===== config.mk =====
export PLATFORM = sky130hd
export DESIGN_NAME = bus_exchanger
export DESIGN_NICKNAME = d
export VERILOG_FILES = /design/src/rtl/bx_pkg.sv /design/src/rtl/bx_en_reg.sv /design/src/rtl/bx_a2b_path.sv /design/src/rtl/bx_b2a_path.sv /design/src/rtl/bx_oe_ctl.sv /design/src/rtl/bus_exchanger.sv
export SDC_FILE = /design/constraint.sdc
export NUM_CORES = 1
export LEC_CHECK = 0
export BUFFER_PORTS_ARGS = -buffer_cell sky130_fd_sc_hd__buf_4
export CAP_MARGIN = 15
export CORE_ASPECT_RATIO = 0.7
export CORE_MARGIN = 2
export CORE_UTILIZATION = 50
export DETAILED_ROUTE_END_ITERATION = 8
export PLACE_DENSITY = 0.87
export SYNTH_ARGS = -nofsm -noshare
export SYNTH_HDL_FRONTEND = slang
export SYNTH_SLANG_ARGS = --single-unit

===== constraint.sdc =====
create_clock -name clk -period 1 [get_ports clk]
set_input_delay 0.1 -clock clk [delete_from_list [all_inputs] [get_ports clk]]
set_output_delay 0.1 -clock clk [all_outputs]
set_load 0.01 [all_outputs]

===== src/rtl/bx_pkg.sv =====
// Shared definitions for the bus exchanger.
// Assumes: the wide port is made of exactly two halves of the narrow width.
package bx_pkg;
    localparam int HALVES = 2;

    typedef enum logic {
        HALF_LO = 1'b0,
        HALF_HI = 1'b1
    } half_e;
endpackage


===== src/rtl/bx_en_reg.sv =====
// Register with an active-low load strobe and a synchronous active-low reset.
// Assumes: rst_n and en_n are synchronous to clk.
module bx_en_reg #(
    parameter int   W       = 12,
    parameter logic RST_BIT = 1'b0
) (
    input  logic         clk,
    input  logic         rst_n,
    input  logic         en_n,
    input  logic [W-1:0] d,
    output logic [W-1:0] q
);
    // Load on strobe low, clear on reset, hold otherwise.
    always_ff @(posedge clk) begin
        if (!rst_n)
            q <= {W{RST_BIT}};
        else if (!en_n)
            q <= d;
    end


    hold_when_idle_chk: assert property (@(posedge clk) disable iff (!rst_n)
        en_n |=> $stable(q));

    load_when_strobed_chk: assert property (@(posedge clk) disable iff (!rst_n)
        !en_n |=> (q == $past(d)));
endmodule


===== src/rtl/bx_a2b_path.sv =====
// Narrow-to-wide data path: a two-stage pipeline feeds the low half and a
// single register feeds the high half, so words sampled on consecutive
// edges leave together.
// Assumes: the second low-half stage shares the low-half load strobe.
module bx_a2b_path #(
    parameter int W = 12
) (
    input  logic         clk,
    input  logic         rst_n,
    input  logic         lo_load_n,
    input  logic         hi_load_n,
    input  logic [W-1:0] a_in,
    output logic [W-1:0] lo_q,
    output logic [W-1:0] hi_q
);
    localparam int LO_STAGES = 2;

    logic [W-1:0] lo_pipe [LO_STAGES+1];

    assign lo_pipe[0] = a_in;

    // Low-half pipeline stages, all advancing on the same strobe.
    for (genvar s = 0; s < LO_STAGES; s++) begin : g_lo_stage
        bx_en_reg #(.W(W), .RST_BIT(1'b0)) u_stage (
            .clk  (clk),
            .rst_n(rst_n),
            .en_n (lo_load_n),
            .d    (lo_pipe[s]),
            .q    (lo_pipe[s+1])
        );
    end

    // Single high-half register.
    bx_en_reg #(.W(W), .RST_BIT(1'b0)) u_hi (
        .clk  (clk),
        .rst_n(rst_n),
        .en_n (hi_load_n),
        .d    (a_in),
        .q    (hi_q)
    );

    assign lo_q = lo_pipe[LO_STAGES];


    lo_pipe_shift_chk: assert property (@(posedge clk) disable iff (!rst_n)
        !lo_load_n |=> (lo_q == $past(lo_pipe[1])));

    hi_single_stage_chk: assert property (@(posedge clk) disable iff (!rst_n)
        !hi_load_n |=> (hi_q == $past(a_in)));
endmodule


===== src/rtl/bx_b2a_path.sv =====
// Wide-to-narrow data path: each half is captured into its own register, and
// a clocked select picks which capture drives the narrow side.
// Assumes: the select has no strobe and is sampled on every edge.
module bx_b2a_path #(
    parameter int W = 12
) (
    input  logic                           clk,
    input  logic                           rst_n,
    input  logic [bx_pkg::HALVES-1:0]      cap_n,
    input  logic [bx_pkg::HALVES-1:0][W-1:0] b_in,
    input  logic                           sel_hi,
    output logic [W-1:0]                   a_data
);
    import bx_pkg::*;

    logic [HALVES-1:0][W-1:0] cap_q;
    half_e                    sel_q;

    // One capture register per wide half.
    for (genvar h = 0; h < HALVES; h++) begin : g_cap
        bx_en_reg #(.W(W), .RST_BIT(1'b0)) u_cap (
            .clk  (clk),
            .rst_n(rst_n),
            .en_n (cap_n[h]),
            .d    (b_in[h]),
            .q    (cap_q[h])
        );
    end

    // Sample the half select on every edge.
    always_ff @(posedge clk) begin
        if (!rst_n)
            sel_q <= HALF_LO;
        else
            sel_q <= sel_hi ? HALF_HI : HALF_LO;
    end

    // Route the selected capture to the narrow side.
    always_comb begin
        a_data = (sel_q == HALF_HI) ? cap_q[1] : cap_q[0];
    end


    sel_lo_route_chk: assert property (@(posedge clk) disable iff (!rst_n)
        !sel_hi |=> (a_data == cap_q[0]));

    sel_hi_route_chk: assert property (@(posedge clk) disable iff (!rst_n)
        sel_hi |=> (a_data == cap_q[1]));
endmodule


===== src/rtl/bx_oe_ctl.sv =====
// Registered output-enable control. Requests are active low, and the drive
// flags come up disabled out of reset.
// Assumes: requests are synchronous to clk.
module bx_oe_ctl (
    input  logic clk,
    input  logic rst_n,
    input  logic oe_a_n,
    input  logic oe_b_n,
    output logic a_drive,
    output logic b_drive
);
    logic oe_a_q;
    logic oe_b_q;

    // Sample both requests, forcing the inactive level in reset.
    always_ff @(posedge clk) begin
        if (!rst_n) begin
            oe_a_q <= 1'b1;
            oe_b_q <= 1'b1;
        end else begin
            oe_a_q <= oe_a_n;
            oe_b_q <= oe_b_n;
        end
    end

    assign a_drive = !oe_a_q;
    assign b_drive = !oe_b_q;


    reset_drivers_off_chk: assert property (@(posedge clk)
        !rst_n |=> (!a_drive && !b_drive));

    a_enable_follow_chk: assert property (@(posedge clk) disable iff (!rst_n)
        !oe_a_n |=> a_drive);

    a_disable_follow_chk: assert property (@(posedge clk) disable iff (!rst_n)
        oe_a_n |=> !a_drive);

    b_enable_follow_chk: assert property (@(posedge clk) disable iff (!rst_n)
        !oe_b_n |=> b_drive);

    b_disable_follow_chk: assert property (@(posedge clk) disable iff (!rst_n)
        oe_b_n |=> !b_drive);
endmodule


===== src/rtl/bus_exchanger.sv =====
// Registered exchanger between one narrow port and a two-half wide port.
// Each tri-state port is split into input, output and drive-flag signals.
// Assumes: all control inputs are synchronous to clk.
module bus_exchanger #(
    parameter int W = 12
) (
    input  logic         clk,
    input  logic         rst_n,
    input  logic         oe_a_n,
    input  logic         oe_b_n,
    input  logic         sel_hi,
    input  logic         lo_load_n,
    input  logic         hi_load_n,
    input  logic         lo_cap_n,
    input  logic         hi_cap_n,
    input  logic [W-1:0] a_in,
    output logic [W-1:0] a_out,
    output logic         a_oe,
    input  logic [W-1:0] b_lo_in,
    output logic [W-1:0] b_lo_out,
    output logic         b_lo_oe,
    input  logic [W-1:0] b_hi_in,
    output logic [W-1:0] b_hi_out,
    output logic         b_hi_oe
);
    import bx_pkg::*;

    logic                     b_drive;
    logic [HALVES-1:0]        cap_n;
    logic [HALVES-1:0][W-1:0] b_in;

    assign cap_n = {hi_cap_n, lo_cap_n};
    assign b_in  = {b_hi_in, b_lo_in};

    bx_a2b_path #(.W(W)) u_a2b (
        .clk      (clk),
        .rst_n    (rst_n),
        .lo_load_n(lo_load_n),
        .hi_load_n(hi_load_n),
        .a_in     (a_in),
        .lo_q     (b_lo_out),
        .hi_q     (b_hi_out)
    );

    bx_b2a_path #(.W(W)) u_b2a (
        .clk   (clk),
        .rst_n (rst_n),
        .cap_n (cap_n),
        .b_in  (b_in),
        .sel_hi(sel_hi),
        .a_data(a_out)
    );

    bx_oe_ctl u_oe (
        .clk    (clk),
        .rst_n  (rst_n),
        .oe_a_n (oe_a_n),
        .oe_b_n (oe_b_n),
        .a_drive(a_oe),
        .b_drive(b_drive)
    );

    assign b_lo_oe = b_drive;
    assign b_hi_oe = b_drive;


    reset_data_clear_chk: assert property (@(posedge clk)
        !rst_n |=> (a_out == '0 && b_lo_out == '0 && b_hi_out == '0));

    pair_align_chk: assert property (@(posedge clk) disable iff (!rst_n)
        (!lo_load_n && !hi_load_n) |=> (b_hi_out == $past(a_in)));
endmodule


---- Word-level counts from Yosys, hierarchy flattened ----
Cells that the tools add are included.
word-level totals
  logic and storage cells ................. 12
  register bits after elaboration ......... 63
  output and inout port bits .............. 39
  input bits .............................. 45
operators by class
  mux-type cells .......................... 2
  reductions and logical operators ........ 2
operators by type and width
  cell              number
  $mux W12          1
  $logic_not A1 Y1  2
  $mux W1           1

---- Depth between registers and ports, before layout ----
  depth in word-level cells ............... 1
  depth in mapped cells ................... 4

---- Modules after synthesis ----
Synthesis repeated with hierarchy kept, for this count alone.
unflattened totals
  cells, all modules ...................... 212
  area total of the unflattened synthesis .. 2529.9 sq um
by module, submodules not included
  module         instances  cells each  area an instance (sq um)
  bx_en_reg      5          38          450.4
  bx_b2a_path    1          15          210.2
  bx_oe_ctl      1          6           60.1
  bus_exchanger  1          1           7.5

---- Worst setup path after synthesis ----
OpenSTA, ideal clock, no wires.
  path kind ............................... flip-flop to output port
  start point ............................. register u_b2a.sel_q
  end point ............................... output port a_out[0]
  path buffers ............................ 1
  arrival ................................. 0.869 ns
  stages on the path, launching flop included .. 3
  required time ........................... 0.900 ns
  slack ................................... 0.031 ns
  path through ............................ dfxtp_1 -> buf_4 -> mux2_2
between the ends
  cells in the longest elaborated chain, start to end .. 1
ends and longest elaborated chain
  element                 line                 source
  from (decl)             bx_b2a_path.sv:17    half_e sel_q;
  from (signal assigned)  bx_b2a_path.sv:35    sel_q <= sel_hi ? HALF_HI : HALF_LO;
  $mux W12                bx_b2a_path.sv:40    a_data = (sel_q == HALF_HI) ? cap_q[1] : cap_q[0];
  to (decl)               bus_exchanger.sv:17  output logic [W-1:0] a_out,
Every way passes these cells.

---- Worst setup path in the final report ----
  start point ............................. register u_b2a.sel_q
  end point ............................... output port a_out[7]
The elaborated chain is that of the path after synthesis.

==> results.cfg <==
[clock_network]
cts_buffer_depth = 2
root_buffer = clkbuf_8
cts.clk_slew.worst_paths_ns = 0.07
htree_levels = 3
post_cts_buffers = 0
clock-sinks = 63
cts_made_buffers = 9
clk_latency_ns = 0.33
cts_tree = done

[pwr]
leakage_nw = 1.69
p_int_mw = 4.68
p_comb_frac = 0.133
switching_share = 0.214
p_switching_mw = 1.28
power_density_nw_per_um2 = 1680
seq_power_share = 0.458
pwr-share-clk = 0.409
ir_worst_vdd_uv = 991

[run_status]
status = complete, but fails checks
violations = negative setup slack

[final_layout]
n_antenna_cell = 0
final_common_cell = buf_4
post-route-util = 0.732
final_cell_mix = 74 x buf_4, 62 x dfxtp_1, 60 x mux2i_1, 57 x nor2b_1, 11 x clkbuf_8
syn2layout_area_growth_pct = 40.0
layout-drive-gt1-share = 0.375
final_cell_area_um2 = 3540
fin_nets = 347

[die]
design.die.area_um2 = 5650
fp.coreArea_um2 = 4830
start_util = 0.523
ios = 84
row_count = 21
fp.dieW_um = 89
die-height_um = 63.5

[worst_setup_path]
cp_top_family = flip-flops
cp-start-kind = flop
path_common_cell = buf_4
crit_path_end_kind = output pin
crit_type = reg -> out
cpMaxStageDelayCell = dfxtp_4
cp_max_fo = 3
worstPathArrival_ns = 1.29
critPathRequiredTime_ns = 0.90
critPathBufInv = 2
worst_path_largest_cell_delay_ns = 0.38
path_cells = buf_4 -> mux2_2 -> buf_4

[timing]
setup-violations-final = 12
rsz0062_at_grt = true
slew_viol_final = 0
layout_setup_ws_ns = -0.390
max_freq_mhz = 719
skew_ns = 0.00429
slew-limit-headroom = 0.829
fin_crit_sh = 1.39
worst_hold_slack_ns = 0.0238
tns_ns = -4.50
worst_pin_slew_ns = 0.257
finalHoldViolCount = 0
period_needed_ns = 1.39

[global_routing]
use_met1 = 0.241
gr-usage-met3 = 0.0564
grt_use_total = 0.191
overflow = 0
grt_pass1_wl_um = 8180
met2_usage = 0.298
antenna_found_initial = 0
grt_pass1_vias = 1755
grt_max_degree = 37
grt.busiest_layer = met2

[logic_synthesis]
synth_cell_types = 13
synthCells = 214
ys_ff_latch = 63
synth_area_um2 = 2530
avgSynthCellArea_um2 = 11.8
seq_area_frac_synth = 0.499
yosys_warnings = 0
synth_nets = 259

[drt]
via_count = 1716
vias_per_cell = 4.56
drc = 0
totalWireLength_um = 5200
wl_per_cell_um = 13.8
ant_nets = 0
first_iter_violations = 42
drtPass1Iterations = 3

[placement]
hpwlAfterDp_um = 3520
port_buffers = 83
place.gp.congestion = 0.739
placed_area_um2 = 3180
detailedPlace.worstSlack_ns = -0.0759

[hold_path]
hp-class = in -> reg

[run]
max-cap-violations = 0
-- cells in the mapped netlist --
master,count,share of area
dfxtp_1,63,0.50
mux2i_1,60,0.24
nor2b_1,57,0.14
mux2_2,12,0.053
clkbuf_1,5,0.0074
buf_6,4,0.018
and2b_1,3,0.0089
buf_12,2,0.016
buf_4,2,0.0059
inv_1,2,0.0030
or2b_1,2,0.0059
and2_1,1,0.0025
buf_2,1,0.0020
-- kinds of logic after synthesis --
family                 count (synthesis)  synth area share
muxes                                 72             0.291
DFF                                   63             0.499
and+or+nand+nor                       63             0.158
buffers and inverters                 16            0.0520
-- power by group through the flow --
stage                     Clock (mW)  Sequential [mW]  Combinational, mW
after floorplan                    0             2.78              0.401
after global placement             0             2.77              0.714
after detailed placement           0             2.78              0.734
after CTS                       2.49             2.72              0.752
after global routing            2.63             2.74              0.865
final                           2.43             2.73              0.794
-- final cells by class --
type / count / area [µm²]
Fill cell: 384 / 1290
Sequential cell: 63 / 1260
Multi-Input combinational cell: 135 / 1170
Timing Repair Buffer: 91 / 783
Clock buffer: 13 / 159
Tap cell: 69 / 86.3
Clock inverter: 3 / 65.1
Inverter: 2 / 7.51
-- per-stage QoR --
step,instances,power [mW]
floorplan,214,3.18
global placement,356,3.48
detailed placement,356,3.51
CTS,375,5.97
global route,376,6.23
finish,376,5.95
-- flip-flops by register name, summed over array words and instances, names as in the netlist --
signal / count
u_b2a.g_cap.u_cap.q: 24
u_b2a.sel_q: 1
u_oe.oe_b_q: 1
u_a2b.g_lo_stage.u_stage.q: 24
u_oe.oe_a_q: 1
u_a2b.u_hi.q: 12
-- worst register-to-register path, stage by stage, from the launching register on --
cell	delay (ns)
dfxtp_1	0.31
mux2i_1	0.13
and2b_1	0.19
-- path summary, 6_finish.rpt --
kind                                     from                                to  slack, ns  depth (start not counted)
max                               u_b2a.sel_q                          a_out[7]      -0.39                          3
max reg2reg  u_a2b.g_lo_stage[0].u_stage.q[1]  u_a2b.g_lo_stage[0].u_stage.q[1]       0.27                          2
min reg2reg                   u_a2b.u_hi.q[9]                   u_a2b.u_hi.q[9]       0.52                          2
min                                b_lo_in[0]         u_b2a.g_cap[0].u_cap.q[0]       0.02                          3
-- metal layers --
| layer | up-vias | routed length (µm) |
|---|---|---|
| met3 | 7 | 236 |
| met2 | 45 | 2430 |
| met4 | 0 | 76 |
| met1 | 780 | 2460 |
| li1 | 884 | - |
| met5 | - | 0 |
-- timing repair --
| item | CTS | global route |
|---|---|---|
| resized for setup | 4 | 18 |
| hold endpoints to repair | 3 | 0 |
| hold buffers | 3 | 0 |
| gates cloned | 0 | 1 |
| endpoints found under the setup margin | 12 | 12 |
Power figures use the tool's default switching activity.
